==> config.mk <==
export PLATFORM = sky130hd
export DESIGN_NAME = frame_pool_alloc
export DESIGN_NICKNAME = d
export VERILOG_FILES = /design/src/rtl/fpa_pkg.sv /design/src/rtl/fpa_hop_guard.sv /design/src/rtl/fpa_seq.sv /design/src/rtl/frame_pool_alloc.sv
export SDC_FILE = /design/constraint.sdc
export NUM_CORES = 1
export LEC_CHECK = 0
export BUFFER_PORTS_ARGS = -buffer_cell sky130_fd_sc_hd__clkbuf_2
export CORE_ASPECT_RATIO = 0.9
export CORE_MARGIN = 1.5
export CORE_UTILIZATION = 50
export CTS_CLUSTER_SIZE = 20
export DETAILED_ROUTE_END_ITERATION = 12
export PLACE_DENSITY = 0.75
export SETUP_SLACK_MARGIN = 0.5
export SYNTH_ARGS = -nofsm -noshare
export SYNTH_HDL_FRONTEND = slang
export SYNTH_SLANG_ARGS = --single-unit
==> constraint.sdc <==
create_clock -name clk -period 2.5 [get_ports clk]
set_input_delay 0.625 -clock clk [delete_from_list [all_inputs] [get_ports clk]]
set_output_delay 0.625 -clock clk [all_outputs]
set_load 0.1 [all_outputs]
==> src/rtl/fpa_pkg.sv <==
package fpa_pkg;

  parameter int unsigned WORD_W = 16;
  parameter int unsigned IDX_W  = 8;

  typedef enum logic [1:0] {
    TAG_FRAME     = 2'b00,
    TAG_EMPTY     = 2'b01,
    TAG_REDIR     = 2'b10,
    TAG_REDIR_ALT = 2'b11
  } head_tag_e;

  typedef enum logic [3:0] {
    S_IDLE,
    S_A_RD,
    S_A_EVAL,
    S_A_LINK,
    S_F_HDR,
    S_F_HEAD_RD,
    S_F_LINK,
    S_F_SET
  } seq_state_e;

  // address of the list-head word for a size class
  function automatic logic [WORD_W-1:0] head_addr(input logic [WORD_W-1:0] base,
                                                  input logic [IDX_W-1:0]  idx);
    return base + {{(WORD_W-IDX_W){1'b0}}, idx};
  endfunction

  // failure parameter: class scaled by four
  function automatic logic [WORD_W-1:0] trap_word(input logic [IDX_W-1:0] idx);
    logic [WORD_W-1:0] w;
    w = '0;
    w[IDX_W+1:0] = {idx, 2'b00};
    return w;
  endfunction

  // class named by a redirecting head word
  function automatic logic [IDX_W-1:0] redirect_idx(input logic [WORD_W-1:0] w);
    return w[IDX_W+1:2];
  endfunction

  function automatic head_tag_e tag_of(input logic [WORD_W-1:0] w);
    return head_tag_e'(w[1:0]);
  endfunction

endpackage

==> src/rtl/fpa_hop_guard.sv <==
module fpa_hop_guard #(
  parameter int unsigned MAX_HOPS = 8,
  parameter int unsigned HOP_W    = $clog2(MAX_HOPS + 1)
) (
  input  logic             clk,
  input  logic             rst_n,
  input  logic             clr,
  input  logic             step,
  output logic [HOP_W-1:0] hops,
  output logic             exhausted
);

  always_ff @(posedge clk) begin
    if (!rst_n)    hops <= '0;
    else if (clr)  hops <= '0;
    else if (step) hops <= hops + HOP_W'(1);
  end

  assign exhausted = (hops == HOP_W'(MAX_HOPS));

endmodule

==> src/rtl/fpa_seq.sv <==
module fpa_seq
  import fpa_pkg::*;
#(
  parameter logic [WORD_W-1:0] AV_BASE = 16'h0100
) (
  input  logic              clk,
  input  logic              rst_n,
  input  logic              req_valid,
  input  logic              req_free,
  input  logic [WORD_W-1:0] req_arg,
  input  logic [WORD_W-1:0] mem_rdata,
  input  logic              hop_exhausted,
  output logic              hop_clr,
  output logic              hop_step,
  output logic              mem_en,
  output logic              mem_we,
  output logic [WORD_W-1:0] mem_addr,
  output logic [WORD_W-1:0] mem_wdata,
  output logic              ack,
  output logic              fail,
  output logic [WORD_W-1:0] result,
  output logic              st_idle
);

  seq_state_e        st, nxt;
  logic [IDX_W-1:0]  cur_idx, nxt_idx, org_idx;
  logic [WORD_W-1:0] frame_q, nxt_frame;
  logic              fin, fin_fail;
  logic [WORD_W-1:0] fin_res;

  assign st_idle = (st == S_IDLE);

  always_comb begin
    nxt       = st;
    nxt_idx   = cur_idx;
    nxt_frame = frame_q;
    mem_en    = 1'b0;
    mem_we    = 1'b0;
    mem_addr  = '0;
    mem_wdata = '0;
    fin       = 1'b0;
    fin_fail  = 1'b0;
    fin_res   = '0;
    hop_clr   = 1'b0;
    hop_step  = 1'b0;
    case (st)
      S_IDLE: begin
        if (req_valid) begin
          hop_clr   = 1'b1;
          nxt_idx   = req_arg[IDX_W-1:0];
          nxt_frame = req_arg;
          nxt       = req_free ? S_F_HDR : S_A_RD;
        end
      end
      S_A_RD: begin
        mem_en   = 1'b1;
        mem_addr = head_addr(AV_BASE, cur_idx);
        nxt      = S_A_EVAL;
      end
      S_A_EVAL: begin
        case (tag_of(mem_rdata))
          TAG_FRAME: begin
            mem_en    = 1'b1;
            mem_addr  = mem_rdata;
            nxt_frame = mem_rdata;
            nxt       = S_A_LINK;
          end
          TAG_EMPTY: begin
            fin      = 1'b1;
            fin_fail = 1'b1;
            fin_res  = trap_word(org_idx);
            nxt      = S_IDLE;
          end
          default: begin
            if (hop_exhausted) begin
              fin      = 1'b1;
              fin_fail = 1'b1;
              fin_res  = trap_word(org_idx);
              nxt      = S_IDLE;
            end else begin
              hop_step = 1'b1;
              nxt_idx  = redirect_idx(mem_rdata);
              nxt      = S_A_RD;
            end
          end
        endcase
      end
      S_A_LINK: begin
        mem_en    = 1'b1;
        mem_we    = 1'b1;
        mem_addr  = head_addr(AV_BASE, cur_idx);
        mem_wdata = mem_rdata;
        fin       = 1'b1;
        fin_res   = frame_q;
        nxt       = S_IDLE;
      end
      S_F_HDR: begin
        mem_en   = 1'b1;
        mem_addr = frame_q - WORD_W'(1);
        nxt      = S_F_HEAD_RD;
      end
      S_F_HEAD_RD: begin
        nxt_idx  = mem_rdata[IDX_W-1:0];
        mem_en   = 1'b1;
        mem_addr = head_addr(AV_BASE, mem_rdata[IDX_W-1:0]);
        nxt      = S_F_LINK;
      end
      S_F_LINK: begin
        mem_en    = 1'b1;
        mem_we    = 1'b1;
        mem_addr  = frame_q;
        mem_wdata = mem_rdata;
        nxt       = S_F_SET;
      end
      S_F_SET: begin
        mem_en    = 1'b1;
        mem_we    = 1'b1;
        mem_addr  = head_addr(AV_BASE, cur_idx);
        mem_wdata = frame_q;
        fin       = 1'b1;
        fin_res   = frame_q;
        nxt       = S_IDLE;
      end
      default: nxt = S_IDLE;
    endcase
  end

  always_ff @(posedge clk) begin
    if (!rst_n) begin
      st      <= S_IDLE;
      cur_idx <= '0;
      org_idx <= '0;
      frame_q <= '0;
      ack     <= 1'b0;
      fail    <= 1'b0;
      result  <= '0;
    end else begin
      st      <= nxt;
      cur_idx <= nxt_idx;
      frame_q <= nxt_frame;
      if (st_idle && req_valid) org_idx <= req_arg[IDX_W-1:0];
      ack <= fin;
      if (fin) begin
        fail   <= fin_fail;
        result <= fin_res;
      end
    end
  end

endmodule

==> src/rtl/frame_pool_alloc.sv <==
module frame_pool_alloc
  import fpa_pkg::*;
#(
  parameter logic [WORD_W-1:0] AV_BASE  = 16'h0100,
  parameter int unsigned       MAX_HOPS = 8
) (
  input  logic              clk,
  input  logic              rst_n,
  input  logic              req_valid,
  input  logic              req_free,
  input  logic [WORD_W-1:0] req_arg,
  output logic              ack,
  output logic              fail,
  output logic [WORD_W-1:0] result,
  output logic              mem_en,
  output logic              mem_we,
  output logic [WORD_W-1:0] mem_addr,
  output logic [WORD_W-1:0] mem_wdata,
  input  logic [WORD_W-1:0] mem_rdata
);

  localparam int unsigned HOP_W = $clog2(MAX_HOPS + 1);

  logic             hop_clr, hop_step, hop_exhausted;
  logic [HOP_W-1:0] hop_cnt;
  logic             st_idle;

  fpa_hop_guard #(.MAX_HOPS(MAX_HOPS), .HOP_W(HOP_W)) u_hops (
    .clk       (clk),
    .rst_n     (rst_n),
    .clr       (hop_clr),
    .step      (hop_step),
    .hops      (hop_cnt),
    .exhausted (hop_exhausted)
  );

  fpa_seq #(.AV_BASE(AV_BASE)) u_seq (
    .clk           (clk),
    .rst_n         (rst_n),
    .req_valid     (req_valid),
    .req_free      (req_free),
    .req_arg       (req_arg),
    .mem_rdata     (mem_rdata),
    .hop_exhausted (hop_exhausted),
    .hop_clr       (hop_clr),
    .hop_step      (hop_step),
    .mem_en        (mem_en),
    .mem_we        (mem_we),
    .mem_addr      (mem_addr),
    .mem_wdata     (mem_wdata),
    .ack           (ack),
    .fail          (fail),
    .result        (result),
    .st_idle       (st_idle)
  );

endmodule

# ---- Yosys cells after proc, flatten, opt, wreduce, memory -nomap -nowiden
# Cells that the tools add are included.
dict set report word_totals {
  reg_bits 58
  in_bits 36
  output_inout_bits 52
  elab_cells 70
}
dict set report classes {
  addsub 4
  eq_ne 13
  mux 30
  bitwise_logic 1
  reduce_logical 14
}
# operator count
set ops {}
lappend ops {{case mux 16 bit (2 select lines)} 4}
lappend ops {{case mux 16 bit (5 select lines)} 1}
lappend ops {{2-to-1 mux 16 bit} 3}
lappend ops {{2-to-1 mux 8 bit} 3}
lappend ops {{case mux 4 bit (6 select lines)} 1}
lappend ops {{case mux 8 bit (3 select lines)} 1}
lappend ops {{adder 9 x 8 -> 10 bit (first input constant)} 2}
lappend ops {{== test 4 x 3 -> 1 bit (second input constant)} 4}
lappend ops {{subtractor 16 x 1 -> 16 bit (second input constant)} 1}
lappend ops {{2-to-1 mux 1 bit} 10}
lappend ops {{2-to-1 mux 10 bit} 1}
lappend ops {{== test 4 x 2 -> 1 bit (second input constant)} 2}
lappend ops {{case mux 4 bit (2 select lines)} 1}
lappend ops {{OR reduction 2 bit} 4}
lappend ops {{!= test 2 bit (second input constant)} 3}
lappend ops {{case mux 1 bit (2 select lines)} 3}
lappend ops {{OR reduction 3 bit} 2}
lappend ops {{OR reduction 6 bit} 1}
lappend ops {{adder 4 x 1 -> 4 bit (second input constant)} 1}
lappend ops {{== test 4 x 1 -> 1 bit (second input constant)} 1}
lappend ops {{== test 4 bit (second input constant)} 1}
lappend ops {{logical NOT 4 bit} 1}
lappend ops {{2-to-1 mux 4 bit} 1}
lappend ops {{AND reduction 4 bit} 1}
lappend ops {{other kinds (9)} 9}

# ---- Logic depth before layout (Yosys ltp)
# Gate-level depths: netlist of the first run.
dict set report logic_depth {
  ltp_word 4
  depth_mapped 7
  depth_no_buf 6
}

# ---- Hierarchy
# From an unflattened synthesis of the first run, not the netlist that was laid out.
dict set report hier_totals {
  cells_unflattened 476
  hier_area_um2 3747.3
}
# mod instances cells_per_inst area_per_inst_um2 seq_area_each_um2
set by_module_without_submodules {}
lappend by_module_without_submodules {fpa_seq 1 454 3538.4 1061.0}
lappend by_module_without_submodules {fpa_hop_guard 1 22 209.0 80.1}

# ---- Worst setup path after synthesis of the first run
# OpenSTA, ideal clock, no wires.
dict set report synth_path {
  path_kind {register -> output}
  from {register u_seq.frame_q[0]}
  to {output mem_addr[2]}
  arrival_time_ns 3.189
  required_ns 1.875
  slack_ns -1.314
  path_stages_with_launch 7
  n_path_buf 1
  cell_sequence {dfxtp_1 -> buf_2 -> inv_1 -> ha_1 -> nor2b_1 -> o32a_1 -> o21ai_0}
}
dict set report synth_via {
  elab_chain_cells 2
}
# item line
set synth_rtl {}
lappend synth_rtl {{start, declared} fpa_seq.sv:27} ;# logic [WORD_W-1:0] frame_q, nxt_frame;
lappend synth_rtl {{start signal, assigned} fpa_seq.sv:140} ;# frame_q <= nxt_frame;
lappend synth_rtl {{subtractor 16 x 1 -> 16 bit} fpa_seq.sv:99} ;# mem_addr = frame_q - WORD_W'(1);
lappend synth_rtl {{case mux 16 bit (5 select lines)} fpa_seq.sv:46} ;# case (st)
lappend synth_rtl {{end, declared} frame_pool_alloc.sv:17} ;# output logic [WORD_W-1:0] mem_addr,
# No other way between the ends.

# ---- Worst setup path after layout of the first run
dict set report layout_path {
  from {register u_seq.frame_q[0]}
  to {output mem_addr[7]}
}
# Same word-level chain as after synthesis.

==> qor.yml, run 1 <==
cts:
  cts.sinks: 57
  clk_path_buf_depth: 2
  clk-insertion-delay-late_ps: 350
  cts_tree: "yes"
  clkTransAtPathRegs_ps: 60
  root_buffer: "clkbuf_8"
  cts_made_buffers: 9
  htree_levels: 3
pwr:
  power_switching_share_pct: 45.3
  peakVddDrop_mv: 0.725
  pwr-share-seq_pct: 22.8
  power_switching_mw: 2.28
  p_leak_nw: 2.68
  clockPowerShare_pct: 17.6
  internal_power_mw: 2.76
  pwr-share-comb_pct: 59.6
  power_per_cell_area_nw_per_um2: 774
critical_path:
  cp.required_ps: 1880
  reg2reg_depth: 8
  critPathKind: "reg2out"
  critPathMaxFanout: 4
  r2r_slack_ps: 350
  r2r_end: "u_seq.frame_q[14]"
  crit_arrival_ps: 2220
  timing.rr.start: "u_seq.st[2]"
  worstSetupEndpointType: "output port"
  worstSetupStartpointType: "flip-flop"
timing:
  slew_viol_final: 0
  final-setup-viol-count: 13
  worstMarginPinSlew_ps: 659
  rsz0062_at_grt: "true"
  fmax_mhz: 351
  clock_skew_ps: 9.04
  setup_ws_ps: -348
  maxSlewHeadroom_pct: 55.9
  hold_violations: 0
  setup_tns_ps: -2770
  period_share_pct: 114
  fin_crit_ps: 2850
worst_hold_path:
  min_path_cells: 2
  hold_start: "u_seq.org_idx[0]"
  hold_path.class: "reg2reg"
  holdPathEnd: "u_seq.org_idx[0]"
layout:
  final_design_area_no_fill_um2: 6520
  nNetsFinal: 641
  final-seq-area_um2: 1170
  syn2layout_area_growth_pct: 69.3
  num-fill-cells: 347
  diodes: 0
  drive_gt1_share_pct: 51.2
  multi_input_area_um2: 3190
floorplan:
  num_rows: 30
  die_y_um: 86.2
  io_pins: 88
  core_um2: 7510
  dieWidth_um: 95.5
  die_area_um2: 8230
  initial_core_util_pct: 51.3
flow_run:
  cap_violations: 0
synthesis:
  synth_mux_area_share_pct: 6.54
  yosysUniqueCellTypes: 57
  yosys.area_share.simple_pct: 25.4
  syn_nets: 512
  synth_top_family_by_area: "compound AO/OA/AOI/OAI gates"
  synthCells: 473
  synth_fa_ha_area_share_pct: 0.976
  async_flop_share_pct: 0
  yosysWarnings: 0
  synth-edff-count: 0
  synth_area_um2: 3850
  ys_ff_latch: 57
  synth-seq-area-share_pct: 29.7
  synth_xor_area_share_pct: 2.73
  synth_compound_area_share_pct: 27.8
  synth_top_flop_cell: "dfxtp_1"
  avgSynthCellArea_um2: 8.13
global_routing:
  grt_pass1_vias: 4389
  gr-total-overflow: 0
  grt_max_degree: 29
  grt_pass1_wl_um: 23900
  antenna_found_initial: 0
  grt_usage_pct: 38.4
placement:
  dpl.hpwl_um: 9920
  place.gp.congestion: 0.976
  placed_cell_area_um2: 5400
  port_buffers: 87
detailed_routing:
  num_vias: 4898
  drt_iter0_drc: 719
  routedWlPerCell_um: 25.7
  drcViolationCount: 0
  drt_first_pass_iters: 8
  wl_um: 18000
  ant_nets: 0
  viasPerCell: 6.98
status:
  violations: "setup timing"
  status: "finished with violations"
power groups by stage:
stage	clock network, mW	logic (mW)	registers, mW
2_1_floorplan	0	1.65	1.12
3_3_place_gp	0	2.30	1.12
3_5_place_dp	0	2.33	1.13
4_1_cts	0.868	2.69	1.12
5_1_grt	0.915	3.08	1.15
6_report	0.888	3.01	1.15
cell usage after synthesis (all sizes together), types with 14 or more instances:
master / count / area share (%)
a21oi: 26 / 3.4
clkbuf: 18 / 1.8
a22o: 19 / 4.3
nand2: 64 / 6.3
a211oi: 14 / 3.5
buf: 28 / 4.3
dfxtp: 57 / 30
nor2: 33 / 3.2
nor2b: 21 / 3.4
mux2i: 15 / 3.9
o21ai: 14 / 1.8
a22oi: 23 / 4.5
worst max-delay path by stage:
stage	from	end	depth (start not counted)
after floorplan	u_seq.st[2]	mem_addr[11]	6
after global placement	u_seq.frame_q[0]	mem_addr[7]	5
after detailed placement	mem_rdata[1]	mem_addr[5]	6
after CTS	u_seq.frame_q[0]	mem_addr[7]	5
after global routing	u_seq.frame_q[2]	mem_addr[7]	5
final	u_seq.frame_q[0]	mem_addr[7]	5
sequential cells by signal, indices dropped and copies added, names as in the netlist:
register and count:
u_hops.hops 4, u_seq.ack 1, u_seq.cur_idx 8, u_seq.fail 1, u_seq.frame_q 16, u_seq.org_idx 8, u_seq.result 16, u_seq.st 3
worst max-delay path, cell delays in order, from the launching register on:
cell	delay (ps)
dfxtp_4	370
or4_4	570
o41ai_4	320
a21oi_2	110
a211o_4	330
buf_12	170
cell families (layout without fill, tap and decap cells):
kind of cell    after synthesis  in the layout
buf+inv                      55            188
compound gates              140            140
simple gates                182            182
flops                        57             57
mux                          24             24
fa+ha+maj                     3              3
xor+xnor                     12             12
repair_timing:
item / CTS / global route
resized for setup: 87 / 36
setup endpoints to repair: 64 / 59
cloned: 4 / 1
buffers inserted: 22 / 7
hold buffers: 0 / 0
pin swaps: 22 / 29
layer usage:
layer	up-vias	GRT usage, %	wire (um)
met1	2280	52.3	6570
met2	467	58.2	7820
li1	1997	-	-
met5	-	0	0
met4	0	14.7	1240
met3	154	9.82	2390
cells in the final DEF, fill, tap and decap left out, types with 9 or more instances in the layout:
cell      Yosys  routed
dfxtp_1      57      49
a21oi_1      26      25
nand2_1      63      48
clkbuf_8      0      11
a22o_1       19      16
clkbuf_2      0      52
buf_12        0      43
nor2b_4       0      18
mux2i_1      15      14
o21ai_0      14      11
and2_1       10       9
a22oi_2       0      18
nand2_2       1       9
buf_4         3      48
nor2_1       33      31
buf_6         3      14
metrics by stage:
step	worst slack, ps	power [mW]	std cells	hold WS [ps]	util (%)
after floorplan	-320	2.77	473	436	-
after global placement	113	3.42	653	443	72.0
after detailed placement	72.6	3.45	653	450	72.0
after CTS	-217	4.68	694	458	83.7
after global routing	-396	5.14	702	482	86.8
final	-348	5.04	702	463	86.8
cell type report:
cell class                      count  area share, %
Inverter                            9          0.557
Multi-Input combinational cell    361           49.0
Sequential cell                    57           17.9
Tap cell                           96           1.84
Clock inverter                      3          0.615
Clock buffer                       12           2.38
Timing Repair Buffer              164           27.7
Note: power is estimated with default switching activity, not from simulation.
==> run 2, diff against run 1 <==
==> constraint.sdc (replaced) <==
create_clock -name clk -period 2.5 [get_ports clk]
set_input_delay 0.125 -clock clk [delete_from_list [all_inputs] [get_ports clk]]
set_output_delay 0.125 -clock clk [all_outputs]
set_load 0.1 [all_outputs]
==> run 2 against run 1 <==
Against the previous run: the flow now finishes without violations; first-iteration DRC count decreased by 13%; combinational power decreased by 18%; non-clock buffer count decreased by 23; cell count decreased by 3.1%; sequential share of layout area increased by 2.1 points.
==> qor.yml, run 2 (same netlist as run 1, synthesis figures left out) <==
timing:
  clock_skew_ps: 7.85  # was 9.04 ps
  slew_viol_final: 0  # unchanged
  rsz0062_at_grt: "true"  # unchanged
  setup_tns_ps: 0  # was -2770 ps
  maxSlewHeadroom_pct: 64.0  # was 55.9%
  worstMarginPinSlew_ps: 543  # was 659 ps
  hold_violations: 0  # unchanged
  fin_crit_ps: 2210  # was 2850 ps
  final-setup-viol-count: 0  # was 13
  hold_slack_ps: 88.4  # was 463 ps
  fmax_mhz: 452  # was 351 MHz
  period_share_pct: 88.6  # was 114%
global_routing:
  grt_pass1_vias: 4077  # was 4389
  grt_max_degree: 35  # was 29
  antenna_found_initial: 0  # unchanged
  gr-total-overflow: 0  # unchanged
  grt_usage_pct: 33.2  # was 38.4%
  grt_pass1_wl_um: 20800  # was 23900 um
cts:
  clk_path_buf_depth: 2  # unchanged
  clkTransAtPathRegs_ps: 70  # was 60 ps
  htree_levels: 3  # unchanged
  clk-insertion-delay-late_ps: 350  # about the same
  cts_hold_buf: 0  # unchanged
  cts_tree: "yes"  # unchanged
  cts_made_buffers: 9  # unchanged
  root_buffer: "clkbuf_8"  # unchanged
  cts.sinks: 57  # unchanged
floorplan:
  die_area_um2: 8230  # unchanged
  num_rows: 30  # unchanged
  dieWidth_um: 95.5  # unchanged
  core_um2: 7510  # unchanged
  die_y_um: 86.2  # unchanged
  initial_core_util_pct: 51.3  # unchanged
  io_pins: 88  # unchanged
critical_path:
  worstSetupStartpointType: "flip-flop"  # unchanged
  crit_arrival_ps: 2090  # was 2220 ps
  critPathMaxFanout: 5  # was 4
  cp.required_ps: 2380  # was 1880 ps
  worstSetupEndpointType: "output port"  # unchanged
  critPathKind: "reg2out"  # unchanged
  r2r_slack_ps: 530  # was 350 ps
placement:
  dpl.hpwl_um: 9280  # was 9920 um
  place.gp.congestion: 0.963  # was 0.976
  placed_cell_area_um2: 5070  # was 5400 um2
  place_inst: 633  # was 653
  port_buffers: 87  # unchanged
detailed_routing:
  num_vias: 4520  # was 4898
  drcViolationCount: 0  # unchanged
  viasPerCell: 6.65  # was 6.98
  routedWlPerCell_um: 21.9  # was 25.7 um
  drt_iter0_drc: 622  # was 719
  drt_first_pass_iters: 7  # was 8
  wl_um: 14900  # was 18000 um
  ant_nets: 0  # unchanged
layout:
  final_design_area_no_fill_um2: 5910  # was 6520 um2
  drive_gt1_share_pct: 46.2  # was 51.2%
  diodes: 0  # unchanged
  nNetsFinal: 618  # was 641
  syn2layout_area_growth_pct: 53.5  # was 69.3%
  layout_commonest_cell: "nand2_1"  # was clkbuf_2
  final_cells: 680  # was 702
  largest_registers: "u_seq.frame_q x16, u_seq.result x16"  # unchanged
  final_cell_mix: "nand2_1, clkbuf_2, dfxtp_1"  # was clkbuf_2, dfxtp_1, nand2_1, buf_4, buf_12
flow_run:
  cap_violations: 0  # unchanged
worst_hold_path:
  hold_path.class: "in2reg"  # was reg2reg
pwr:
  power_per_cell_area_nw_per_um2: 791  # was 774 nW/um2
  p_leak_nw: 2.38  # was 2.68 nW
  peakVddDrop_mv: 0.731  # was 0.725 mV
status:
  status: "finished, final reports clean"  # was finished with violations
[run 2: cell count changes in the layout (fill, tap and decap cells not counted), moves of 4 or more]
cell | previous run | this run
nor2b_4 | 18 | 14
nand2_1 | 48 | 58
buf_12 | 43 | 36
buf_4 | 48 | 41
dfxtp_1 | 49 | 42
nand2b_1 | 8 | 12
nor2b_2 | 0 | 4
buf_6 | 14 | 9
nand2_2 | 9 | 4
nand2_4 | 7 | 2
dfxtp_2 | 2 | 7
mux2_2 | 1 | 9
nand2b_4 | 5 | 1
mux2_4 | 8 | 0
[run 2: repair_timing]
action / 4_1_cts / 5_1_grt
resized for setup: 43 / 49
pin swaps: 11 / 22
buffers inserted: 16 / 12
hold endpoints to repair: 0 / 0
endpoints found under the setup margin: 56 / 60
gates cloned: 0 / 3
[run 2: stage by stage]
step	power (mW)	utilization [%]	worst slack [ps]
after floorplan	2.62	-	178
after global placement	3.21	67.5	384
after detailed placement	3.23	67.5	283
after CTS	4.36	74.3	293
after global routing	4.81	78.7	215
final	4.67	78.7	286
[run 2: report_power, final]
part / switching [mW] / total [mW] / internal, mW
Clock: 0.437 / 1.01 / 0.569
Combinational: 1.49 / 2.48 / 0.986
Sequential: 0.175 / 1.19 / 1.01
Total: 2.10 / 4.67 / 2.57
[run 2: final timing paths]
check | startpoint | to | cells after the start
max | u_seq.frame_q[0] | mem_addr[4] | 8
min | req_arg[7] | u_seq.org_idx[7] | 3
max reg2reg | u_seq.st[1] | u_seq.cur_idx[6] | 6
min reg2reg | u_seq.org_idx[3] | u_seq.org_idx[3] | 2
[run 2: metal layers]
layer  vias up  wire [um]  GRT usage, %
met4         0        634          11.4
met5         -          0             0
met3        92       1700          9.39
met1      2132       5620          43.7
met2       350       6960          52.0
li1       1946          -             -
[run 2: cell type report]
cell class / count / area (um2)
well taps: 96 / 120
repair buffers: 141 / 1440
clock buffers: 9 / 124
flip-flops and latches: 57 / 1180
multi-input cells: 361 / 2910
clock inverters: 7 / 101
inverters: 9 / 37.5
fillers: 460 / 1600
[run 2: worst max-delay path, cell delays in order (launching register included)]
cell and delay (ps):
dfxtp_4 380, inv_2 70, ha_4 150, nor4b_4 270
buf_4 190, xor2_1 60, a222oi_1 350, inv_2 90
buf_12 180
